<file path="src/rtl/gpio_dual_pkg.sv">
package gpio_dual_pkg;
   localparam int unsigned ADDR_W     = 9;
   localparam int unsigned DATA_W     = 32;
   localparam int unsigned N_CH       = 2;
   localparam int unsigned MAX_PINS   = 32;
   localparam int unsigned GATE_BIT   = 31;
   localparam logic [ADDR_W-1:0] OFS_DAT    = 9'h000;
   localparam logic [ADDR_W-1:0] OFS_DIR    = 9'h004;
   localparam logic [ADDR_W-1:0] CH_STRIDE  = 9'h008;
   localparam logic [ADDR_W-1:0] OFS_GATE   = 9'h11C;
   localparam logic [ADDR_W-1:0] OFS_PEND   = 9'h120;
   localparam logic [ADDR_W-1:0] OFS_MASK   = 9'h128;

   typedef enum logic [2:0] {
      SEL_NONE,
      SEL_DAT1,
      SEL_DIR1,
      SEL_DAT2,
      SEL_DIR2,
      SEL_GATE,
      SEL_PEND,
      SEL_MASK
   } reg_sel_t;
endpackage

</file>
<file path="src/rtl/gpio_dual_decode.sv">
module gpio_dual_decode
   import gpio_dual_pkg::*;
(
   input  logic [ADDR_W-1:0] addr,
   output reg_sel_t          sel
);
   always_comb begin
      case (addr)
         OFS_DAT:             sel = SEL_DAT1;
         OFS_DIR:             sel = SEL_DIR1;
         OFS_DAT + CH_STRIDE: sel = SEL_DAT2;
         OFS_DIR + CH_STRIDE: sel = SEL_DIR2;
         OFS_GATE:            sel = SEL_GATE;
         OFS_PEND:            sel = SEL_PEND;
         OFS_MASK:            sel = SEL_MASK;
         default:             sel = SEL_NONE;
      endcase
   end
endmodule

</file>
<file path="src/rtl/gpio_dual_port.sv">
module gpio_dual_port #(
   parameter int unsigned W    = 32,
   parameter int unsigned SYNC = 2
) (
   input  logic         clk,
   input  logic         rst_n,
   input  logic [W-1:0] pad_in,
   input  logic         dat_we,
   input  logic         dir_we,
   input  logic [W-1:0] wdata,
   output logic [W-1:0] pad_out,
   output logic [W-1:0] pad_oe,
   output logic [W-1:0] level,
   output logic [W-1:0] dir_q,
   output logic         edge_seen
);
   if (W < 1 || W > gpio_dual_pkg::MAX_PINS) begin : g_bad_width
      $error("gpio_dual_port: W must be 1..32");
   end
   if (SYNC < 2) begin : g_bad_sync
      $error("gpio_dual_port: SYNC must be at least 2");
   end

   logic [W-1:0] dat_q;
   logic [W-1:0] prev_q;
   logic [SYNC-1:0][W-1:0] stg;

   always_ff @(posedge clk or negedge rst_n) begin
      if (!rst_n) begin
         stg[0] <= '0;
      end else begin
         stg[0] <= pad_in;
      end
   end

   for (genvar i = 1; i < SYNC; i++) begin : g_sync
      always_ff @(posedge clk or negedge rst_n) begin
         if (!rst_n) begin
            stg[i] <= '0;
         end else begin
            stg[i] <= stg[i-1];
         end
      end
   end

   always_ff @(posedge clk or negedge rst_n) begin
      if (!rst_n) begin
         dat_q  <= '0;
         dir_q  <= '1;
         prev_q <= '0;
      end else begin
         prev_q <= stg[SYNC-1];
         if (dat_we) dat_q <= wdata;
         if (dir_we) dir_q <= wdata;
      end
   end

   assign level     = stg[SYNC-1];
   assign edge_seen = (stg[SYNC-1] != prev_q);
   assign pad_out   = dat_q;
   assign pad_oe    = ~dir_q;
endmodule

</file>
<file path="src/rtl/gpio_dual_irq.sv">
module gpio_dual_irq #(
   parameter int unsigned N = 2
) (
   input  logic         clk,
   input  logic         rst_n,
   input  logic [N-1:0] ev,
   input  logic         pend_we,
   input  logic         mask_we,
   input  logic         gate_we,
   input  logic [N-1:0] wbits,
   input  logic         gate_bit,
   output logic [N-1:0] pend_q,
   output logic [N-1:0] mask_q,
   output logic         gate_q,
   output logic         irq
);
   if (N < 1 || N > 32) begin : g_bad_n
      $error("gpio_dual_irq: N must be 1..32");
   end

   logic [N-1:0] clr;
   assign clr = pend_we ? wbits : '0;

   always_ff @(posedge clk or negedge rst_n) begin
      if (!rst_n) begin
         pend_q <= '0;
         mask_q <= '0;
         gate_q <= 1'b0;
         irq    <= 1'b0;
      end else begin
         pend_q <= (pend_q & ~clr) | ev;
         if (mask_we) mask_q <= wbits;
         if (gate_we) gate_q <= gate_bit;
         irq <= gate_q & |(pend_q & mask_q);
      end
   end
endmodule

</file>
<file path="src/rtl/gpio_dual_ctrl.sv">
module gpio_dual_ctrl
   import gpio_dual_pkg::*;
#(
   parameter int unsigned W1 = 32,
   parameter int unsigned W2 = 32
) (
   input  logic              clk,
   input  logic              rst_n,
   input  logic              bus_valid,
   input  logic              bus_write,
   input  logic [ADDR_W-1:0] bus_addr,
   input  logic [DATA_W-1:0] bus_wdata,
   output logic [DATA_W-1:0] bus_rdata,
   input  logic [W1-1:0]     ch1_in,
   output logic [W1-1:0]     ch1_out,
   output logic [W1-1:0]     ch1_oe,
   input  logic [W2-1:0]     ch2_in,
   output logic [W2-1:0]     ch2_out,
   output logic [W2-1:0]     ch2_oe,
   output logic              irq
);
   reg_sel_t     sel;
   logic         wr;
   logic [N_CH-1:0] ev;
   logic [N_CH-1:0] pend_q;
   logic [N_CH-1:0] mask_q;
   logic         gate_q;
   logic [W1-1:0] lvl1, dir1;
   logic [W2-1:0] lvl2, dir2;

   assign wr = bus_valid & bus_write;

   gpio_dual_decode u_dec (
      .addr (bus_addr),
      .sel  (sel)
   );

   gpio_dual_port #(.W(W1), .SYNC(2)) u_ch1 (
      .clk       (clk),
      .rst_n     (rst_n),
      .pad_in    (ch1_in),
      .dat_we    (wr && sel == SEL_DAT1),
      .dir_we    (wr && sel == SEL_DIR1),
      .wdata     (bus_wdata[W1-1:0]),
      .pad_out   (ch1_out),
      .pad_oe    (ch1_oe),
      .level     (lvl1),
      .dir_q     (dir1),
      .edge_seen (ev[0])
   );

   gpio_dual_port #(.W(W2), .SYNC(2)) u_ch2 (
      .clk       (clk),
      .rst_n     (rst_n),
      .pad_in    (ch2_in),
      .dat_we    (wr && sel == SEL_DAT2),
      .dir_we    (wr && sel == SEL_DIR2),
      .wdata     (bus_wdata[W2-1:0]),
      .pad_out   (ch2_out),
      .pad_oe    (ch2_oe),
      .level     (lvl2),
      .dir_q     (dir2),
      .edge_seen (ev[1])
   );

   gpio_dual_irq #(.N(N_CH)) u_irq (
      .clk      (clk),
      .rst_n    (rst_n),
      .ev       (ev),
      .pend_we  (wr && sel == SEL_PEND),
      .mask_we  (wr && sel == SEL_MASK),
      .gate_we  (wr && sel == SEL_GATE),
      .wbits    (bus_wdata[N_CH-1:0]),
      .gate_bit (bus_wdata[GATE_BIT]),
      .pend_q   (pend_q),
      .mask_q   (mask_q),
      .gate_q   (gate_q),
      .irq      (irq)
   );

   always_comb begin
      bus_rdata = '0;
      if (bus_valid && !bus_write) begin
         case (sel)
            SEL_DAT1: bus_rdata[W1-1:0]   = lvl1;
            SEL_DIR1: bus_rdata[W1-1:0]   = dir1;
            SEL_DAT2: bus_rdata[W2-1:0]   = lvl2;
            SEL_DIR2: bus_rdata[W2-1:0]   = dir2;
            SEL_GATE: bus_rdata[GATE_BIT] = gate_q;
            SEL_PEND: bus_rdata[N_CH-1:0] = pend_q;
            SEL_MASK: bus_rdata[N_CH-1:0] = mask_q;
            default:  bus_rdata           = '0;
         endcase
      end
   end
endmodule

</file>
<file path="config.mk">
export PLATFORM = sky130hd
export DESIGN_NAME = gpio_dual_ctrl
export DESIGN_NICKNAME = d
export VERILOG_FILES = /design/src/rtl/gpio_dual_pkg.sv /design/src/rtl/gpio_dual_decode.sv /design/src/rtl/gpio_dual_port.sv /design/src/rtl/gpio_dual_irq.sv /design/src/rtl/gpio_dual_ctrl.sv
export SDC_FILE = /design/constraint.sdc
export NUM_CORES = 1
export LEC_CHECK = 0
export ABC_CLOCK_PERIOD_IN_PS = 2490
export BUFFER_PORTS_ARGS = -buffer_cell sky130_fd_sc_hd__buf_2
export CELL_PAD_IN_SITES_DETAIL_PLACEMENT = 0
export CELL_PAD_IN_SITES_GLOBAL_PLACEMENT = 1
export CORE_ASPECT_RATIO = 0.6
export CORE_MARGIN = 2
export CORE_UTILIZATION = 35
export CTS_CLUSTER_DIAMETER = 200
export CTS_CLUSTER_SIZE = 28
export DETAILED_ROUTE_END_ITERATION = 8
export GPL_TIMING_DRIVEN = 0
export HOLD_SLACK_MARGIN = 0.12
export PLACE_DENSITY = 0.74
export SYNTH_ARGS = -nofsm -noshare
export SYNTH_HDL_FRONTEND = slang
export SYNTH_SLANG_ARGS = --single-unit
</file>
<file path="constraint.sdc">
create_clock -name clk -period 2.49 [get_ports clk]
set_input_delay 0.3735 -clock clk [delete_from_list [all_inputs] [get_ports clk]]
set_output_delay 0.3735 -clock clk [all_outputs]
set_load 0.02 [all_outputs]
</file>
After elaboration in Yosys (flattened, before gate mapping)
Cells that the tools add are included.

word-level totals
  register bits after elaboration = 326
  bits of input ports = 109
  output and inout port bits = 161
  logic and storage cells = 54

operators by class
  equality and inequality tests = 15
  muxes and demuxes = 6
  bitwise logic cells = 8
  reduce and logical (&&, ||, !) cells = 11

operator list
  kind                                                              count
  29-bit case mux with 4 select lines                               1
  32-bit inequality test                                            2
  32-bit NOT                                                        2
  32-bit two-way mux                                                1
  9-bit == test (second input constant)                             3
  3-bit case mux with 7 select lines                                1
  9-bit by 4-bit == test with 1-bit output (second input constant)  2
  3-bit == test (second input constant)                             4
  2-bit case mux with 6 select lines                                1
  9-bit by 3-bit == test with 1-bit output (second input constant)  1
  9-bit logical NOT                                                 1
  1-bit logical AND                                                 8
  3-bit by 2-bit == test with 1-bit output (second input constant)  2
  1-bit case mux with 5 select lines                                1
  2-bit bitwise AND                                                 2
  3-bit by 1-bit == test with 1-bit output (second input constant)  1
  1-bit bitwise AND                                                 2
  2-bit two-way mux                                                 1
  2-bit NOT                                                         1
  2-bit OR                                                          1
  2-bit OR reduction                                                1
  1-bit logical NOT                                                 1

Longest topological paths before layout
Gate-level depths: netlist (run 1).

  word-level depth = 8
  depth in mapped cells = 6
  gate-level depth less buffers = 4

Modules after synthesis
A second synthesis (run 1) with hierarchy kept.

second synthesis, totals
  cells, all modules = 988
  area, all modules = 12831.1 µm²

by module, submodules not included
  module            instances  cells each  area each (µm²)  sequential area each (µm²)
  gpio_dual_port    2          374         5505.3           4043.9
  gpio_dual_ctrl    1          208         1475.2           0.0
  gpio_dual_irq     1          15          231.5            150.1
  gpio_dual_decode  1          17          113.9            0.0

Least setup slack after synthesis (run 1)
Ideal clock, no wire load.

  path kind = input to output
  start point = in bus_addr[1]
  end point = out bus_rdata[31]
  data arrival time = 1764 ps
  data required time = 2117 ps
  slack = 353 ps
  cell stages on the path = 4
  buffers on the path = 0
  cell sequence = or2_2 > nor3b_1 > nand2_1 > o32ai_1

on the way
  cells in the longest elaborated chain, start to end = 5
  elaborated cells on any way between the ends = 15
  classes of those cells = eq/ne: 11; mux: 3; reduce/logical: 1

RTL lines
  what                                         RTL line               source
  start, declared                              gpio_dual_ctrl.sv:11   input logic [ADDR_W-1:0] bus_addr,
  9-bit == test, or another cell as far along  gpio_dual_decode.sv:8  case (addr)
  3-bit case mux with 7 select lines (*)       gpio_dual_decode.sv:8
  3-bit == test, or another cell as far along  gpio_dual_ctrl.sv:84   case (sel)
  1-bit case mux with 5 select lines (*)       gpio_dual_ctrl.sv:84
  32-bit two-way mux (*)                       gpio_dual_ctrl.sv:83   if (bus_valid && !bus_write) begin
  end, declared                                gpio_dual_ctrl.sv:13   output logic [DATA_W-1:0] bus_rdata,

Every way passes the cells marked *; elsewhere a longest branch is shown, timed or not.

Worst setup path in the final report (run 1)
  start point = in bus_addr[1]
  end point = out bus_rdata[0]

on the way
  cells in the longest elaborated chain, start to end = 5
  elaborated cells on any way between the ends = 16
  classes of those cells = eq/ne: 12; mux: 3; reduce/logical: 1

RTL lines
  what                                         RTL line
  9-bit == test, or another cell as far along  gpio_dual_decode.sv:8
  3-bit case mux with 7 select lines (*)       gpio_dual_decode.sv:8
  3-bit == test, or another cell as far along  gpio_dual_ctrl.sv:84
  2-bit case mux with 6 select lines (*)       gpio_dual_ctrl.sv:84
  32-bit two-way mux (*)                       gpio_dual_ctrl.sv:83

Marked as above.

==> results of run 1 <==
## cell families (layout without fill, tap and decap cells)
group	after synthesis	after routing	synth area share, %
other cells	0	3	0
simple gates	84	84	4.40
buf+inv	94	482	3.44
xor+xnor	64	64	4.62
mux	163	163	18.6
flops	326	326	67.8
compound gates	17	17	1.09
## per-layer routing
layer / track usage [%] / up-vias / share of wire [%]
met3: 4.10 / 34 / 6.4
met5: 0 / - / 0.039
met4: 3.57 / 2 / 1.8
met2: 27.2 / 208 / 43
met1: 27.8 / 3789 / 49
li1: - / 3325 / -
## per-stage QoR
step | setup TNS, ns | total power [mW] | instance area, sq um
2_1_floorplan | 0 | 5.94 | 12100
3_3_place_gp | -1529.17 | 6.31 | 14100
3_5_place_dp | -9.35 | 6.33 | 14100
4_1_cts | 0 | 9.35 | 15500
5_1_grt | -0.00432 | 9.62 | 15500
6_report | 0 | 9.22 | 15500
## sequential cells by signal, summed over array words and instances, names as in the netlist
signal         cells
u_ch1.dir_q       32
u_ch1.level       32
u_ch1.pad_out     32
u_ch1.prev_q      32
u_ch1.stg         32
u_ch2.dir_q       32
u_ch2.level       32
u_ch2.pad_out     32
u_ch2.prev_q      32
u_ch2.stg         32
u_irq.gate_q       1
u_irq.irq          1
u_irq.mask_q       2
u_irq.pend_q       2
## what timing repair did
action,CTS,global route
pin swaps,1,1
endpoints found under the hold margin,229,0
hold buffers,89,0
setup buffers,3,0
resized for setup,14,11
setup endpoints to repair,32,15
gates cloned,0,0
## worst max-delay path by stage
| stage | from | endpoint | slack (ns) | cells after the start |
|---|---|---|---|---|
| floorplan | bus_addr[1] | bus_rdata[31] | 0.35 | 4 |
| global placement | rst_n | u_ch1.pad_out[15] | -5.12 | 1 |
| detailed placement | bus_addr[4] | bus_rdata[30] | -0.39 | 7 |
| CTS | bus_addr[3] | bus_rdata[25] | 0.001 | 6 |
| global route | bus_addr[2] | bus_rdata[30] | -0.004 | 8 |
| finish | bus_addr[1] | bus_rdata[0] | 0.06 | 7 |
## cell type report
type | count | area (sq um)
inverter | 65 | 244
antenna | 3 | 7.51
buffer | 29 | 209
tap | 459 | 574
multi-input combinational | 328 | 3500
clock buffer | 24 | 409
clock inverter | 2 | 20.0
timing repair buffer | 362 | 2320
fill | 3117 | 18400
sequential | 326 | 8240
## worst max-delay path, stage by stage
cell,delay [ns]
buf_2,0.10
or2_2,0.37
nor3b_2,0.37
clkbuf_4,0.34
o21a_1,0.17
o21a_1,0.15
buf_2,0.18
## synthesized netlist by cell type (2+ instances only)
cell / instances
dfrtp_1: 262
mux2_2: 70
inv_1: 65
dfstp_2: 64
xor2_1: 64
mux2_1: 32
and3_1: 30
mux2_4: 30
mux4_2: 28
nor4_1: 16
buf_2: 13
clkbuf_1: 9
buf_6: 6
nand2_1: 5
nand4_1: 5
nor2_1: 5
nor3_1: 5
a221oi_1: 4
mux2i_1: 3
nor2b_1: 3
o21a_1: 3
a211o_1: 2
a21oi_1: 2
nand3_1: 2
or3_1: 2
## power by group
group          switching [mW]  leakage [nW]  internal, mW
registers               0.129          3.86          5.50
logic                   0.369          3.32         0.340
clock network            1.72         0.206          1.17
total                    2.21          7.39          7.01
## cells in the final DEF, fill, tap and decap left out, types with 6 or more instances in the layout
master         Yosys  routed
mux4_2            28      28
buf_2             13     278
inv_1             65      65
clkbuf_16          0      15
buf_6              6       8
xor2_1            64      64
mux2_2            70      70
dlygate4sd3_1      0      89
mux2_1            32      32
mux2_4            30      30
and3_1            30      30
nor4_1            16      16
buf_4              1       6
clkbuf_1           9      10
dfstp_2           64      64
dfrtp_1          262     262
==> impl_metrics.ini, run 1 <==
[power]
p_leak_nw = 7.39
ir_worst_vdd_v = 0.000355
powerDensity_nw_per_um2 = 594

[sta]
setup_ws_ns = 0.0581
fin_crit_sh_pct = 97.7
slew_headroom_pct = 31.6
rsz0062_at_grt = true
setup_viol = 0
report.final.slew_viol_count = 0
whs_ns = 0.138
layout_min_cycle_time_ns = 2.43
tightest_slew_ns = 1.02
timing_hold_violations_final = 0
skew_ns = 0.0232
fmax_ghz = 0.411

[global_route]
grt_pass1_wl_um = 49400
grt_pass1_vias = 7753
antenna_found_initial = 4
track_usage_pct = 18.4
grt_max_degree = 112
gr-total-overflow = 0

[worst_hold_path]
hold_path_end = u_ch2.pad_out[13]
min_path_type = in -> reg
min-delay-start = bus_wdata[13]
holdPathStages = 2

[placed_design]
dpl.hpwl_um = 23800
dp_slack_ns = -0.387
dp.cells = 1477
io_buffer_count = 268
gp_congestion = 0.879

[synthesis]
synth_flop_cell = dfrtp_1
syn_nets = 857
avgSynthCellArea_sq_um = 16.2
yosysTopAreaCell = dfrtp_1
syn-instance-count = 748
yosys_register_bits = 326
synth.distinct_cells = 43
synth_area_sq_um = 12100
synth_area_leaders = dfrtp_1 (54%), dfstp_2 (14%), mux2_2 (6.5%)
ys_async_sr_fraction_pct = 100
synth_seq_area_share_pct = 67.8
synth_top_area_share_pct = 54.0
synth_edf_count = 0
ys_warn_count = 0

[die]
die_h_um = 148
placementRows = 52
die_area_sq_um = 36200
core_region_area_sq_um = 34000
start_util_pct = 35.8
pin_count = 270
die_x_um = 244

[layout]
utilization_pct = 45.7
drive_gt1_share_pct = 45.8
areaGrowthSynthToFinish_pct = 27.9
layout.nets = 1236
stdcell_count = 1598

[cts]
cts_buffers = 15
clock_path_buffers = 3
cts_sinks = 326
htree_num_levels = 1
clk_latency_ns = 0.53
clk_pin_slew_ns = 0.10
ctsRootBufferMaster = clkbuf_16
cts_tree = built

[route]
drt_iter0_markers = 524
drc = 0
vias = 7358
ant_nets = 0
routed_wl_um = 33000
avgViaCountPerCell = 4.60
first_pass_iters = 6
wl_per_cell_um = 20.6

[run]
maxCapViolCount = 0

[worst_setup_path]
r2r_cells = 4
setup.worst_path.end_class = output port
reg2reg_to = u_irq.pend_q[1]
regToRegSetupSlack_ns = 0.35
arrival_ns = 2.06
worstSetupPathType = in -> out
critPathLaunchType = input pin
cp.required_ns = 2.12
path_max_fanout = 10
r2r_start = u_ch2.level[16]

[outcome]
status = finished, final reports clean
Power figures use the tool's default switching activity.
==> inputs of run 2 (changes only) <==
Settings changed: ABC_CLOCK_PERIOD_IN_PS 2490 to 2700, CORE_UTILIZATION 35 to 28, PLACE_DENSITY 0.74 to 0.63.
Clock period 2.49 ns to 2.7 ns, I/O delays scaled along.
==> impl_metrics.ini, run 2 (synthesis gave the netlist of run 1 again) <==
[outcome]
status = finished, final reports clean

[worst_setup_path]
critPathSlowestCell = clkbuf_2
cp.required_ns = 2.30
r2r_start = u_ch2.level[29]
worstSetupPathType = in -> out
setup.worst_path.end_class = output port
crit_chain = buf_2 > or2_2 > nor3b_2 > clkbuf_2 > o21a_1 > o21a_1 > buf_2
path_max_fanout = 10
critPathLaunchType = input pin
arrival_ns = 2.24
slowest_delay_ns = 0.46
reg2reg_to = u_irq.pend_q[1]
regToRegSetupSlack_ns = 0.57
r2r_cells = 4

[route]
wl_per_cell_um = 20.6
vias = 7282
avgViaCountPerCell = 4.30
first_pass_iters = 4
routed_wl_um = 34900
drt_iter0_markers = 514
ant_nets = 0
drc = 0

[die]
die_x_um = 273
start_util_pct = 28.2
die_h_um = 165
placementRows = 59
die_area_sq_um = 45100
core_region_area_sq_um = 43000
pin_count = 270

[run]
maxCapViolCount = 0

[power]
p_leak_nw = 7.29
ir_worst_vdd_v = 0.000301
powerDensity_nw_per_um2 = 550

[layout]
fillers = 4185
drive_gt1_share_pct = 46.4
most-common-layout-cells = buf_2 (278), dfrtp_1 (262), mux2_2 (70)
final_common_cell = buf_2
areaGrowthSynthToFinish_pct = 27.1
seq_area_sq_um = 8240
fin_area_sq_um = 15400
layout.nets = 1213
multi_input_area_sq_um = 3490
utilization_pct = 35.9

[cts]
cts_buffers = 15
cts_sinks = 326
htree_num_levels = 1
clk_latency_ns = 0.52
ctsRootBufferMaster = clkbuf_16
cts_tree = built
clock_path_buffers = 3
clk_pin_slew_ns = 0.12

[sta]
fmax_ghz = 0.378
setup_viol = 0
setup_ws_ns = 0.0524
rsz0062_at_grt = false
layout_min_cycle_time_ns = 2.65
fin_crit_sh_pct = 98.1
slew_headroom_pct = 28.8
skew_ns = 0.0220
tightest_slew_ns = 1.06
report.final.slew_viol_count = 0
timing_hold_violations_final = 0

[global_route]
antenna_found_initial = 3
gr-total-overflow = 0
grt_max_degree = 118
grt_pass1_vias = 7606
track_usage_pct = 15.4
grt_pass1_wl_um = 50700

[worst_hold_path]
min-delay-start = bus_wdata[24]
min_path_type = in -> reg
holdPathStages = 2
hold_path_end = u_ch2.pad_out[24]

[placed_design]
io_buffer_count = 268
dp_slack_ns = -0.409
gp_congestion = 0.827
dpl.hpwl_um = 25600
placed_area_sq_um = 14300
==> run 2: cell count changes in the layout (fill, tap and decap cells not counted), sizes merged <==
| cell | before | now |
|---|---|---|
| dlygate4sd3 | 89 | 67 |
| diode | 3 | 1 |
| clkbuf | 31 | 32 |
| inv | 67 | 66 |
| buf | 295 | 293 |
==> run 2: final cells by class <==
class / instances / area share, %
sequential: 326 / 53.4
multi-input combinational: 328 / 22.6
timing repair buffer: 339 / 13.8
tap: 579 / 4.69
clock buffer: 24 / 2.65
inverter: 65 / 1.58
buffer: 29 / 1.24
clock inverter: 1 / 0.0729
antenna: 1 / 0.0162
==> run 2: worst max path at each step <==
stage / from / endpoint / slack, ns / cells after the start
3_3_place_gp: rst_n / u_ch2.pad_out[17] / -5.07 / 1
5_1_grt: bus_addr[1] / bus_rdata[1] / 0.02 / 7
4_1_cts: bus_addr[3] / bus_rdata[24] / 0.07 / 6
3_5_place_dp: bus_addr[1] / bus_rdata[1] / -0.41 / 7
2_1_floorplan: bus_addr[1] / bus_rdata[31] / 0.50 / 4
6_report: bus_addr[1] / bus_rdata[0] / 0.05 / 7
==> run 2: power by group <==
part | switching [mW] | leakage [nW] | internal [mW]
combinational | 0.346 | 3.23 | 0.295
clock | 1.59 | 0.202 | 1.07
sequential | 0.125 | 3.86 | 5.07
total | 2.06 | 7.29 | 6.44
==> run 2: worst max-delay path: cells and delay by family <==
kind            cells  cell delay (ns)
simple gates        2             0.76
compound gates      2             0.34
buf+inv             3             0.74
==> run 2: what timing repair did <==
| item | in CTS | in global routing |
|---|---|---|
| setup endpoints to repair | 32 | 2 |
| cloned | 0 | 0 |
| pin swaps | 0 | 1 |
| endpoints found under the hold margin | 109 | 0 |
| resized for setup | 12 | 1 |
| buffers inserted | 0 | 1 |
| hold buffers | 67 | 0 |
==> run 2: layer usage <==
metal | vias to the layer above | wire, um | share of wire (%) | GRT usage (%)
met5 | - | 0 | 0 | 0
met4 | 0 | 406 | 1.2 | 1.95
met3 | 22 | 2330 | 6.7 | 3.57
met2 | 196 | 15200 | 44 | 23.0
met1 | 3798 | 16900 | 49 | 23.1
li1 | 3266 | - | - | -
==> run 2: per-stage QoR <==
stage          cells  hold WS, ns  total power [mW]  setup TNS [ns]
5_1_grt         1692        0.125              8.88               0
2_1_floorplan    748        0.109              5.48               0
6_report        1692        0.147              8.50               0
4_1_cts         1690        0.120              8.64               0
3_3_place_gp    1595        0.332              5.84        -1512.27
3_5_place_dp    1598        0.335              5.86           -8.88
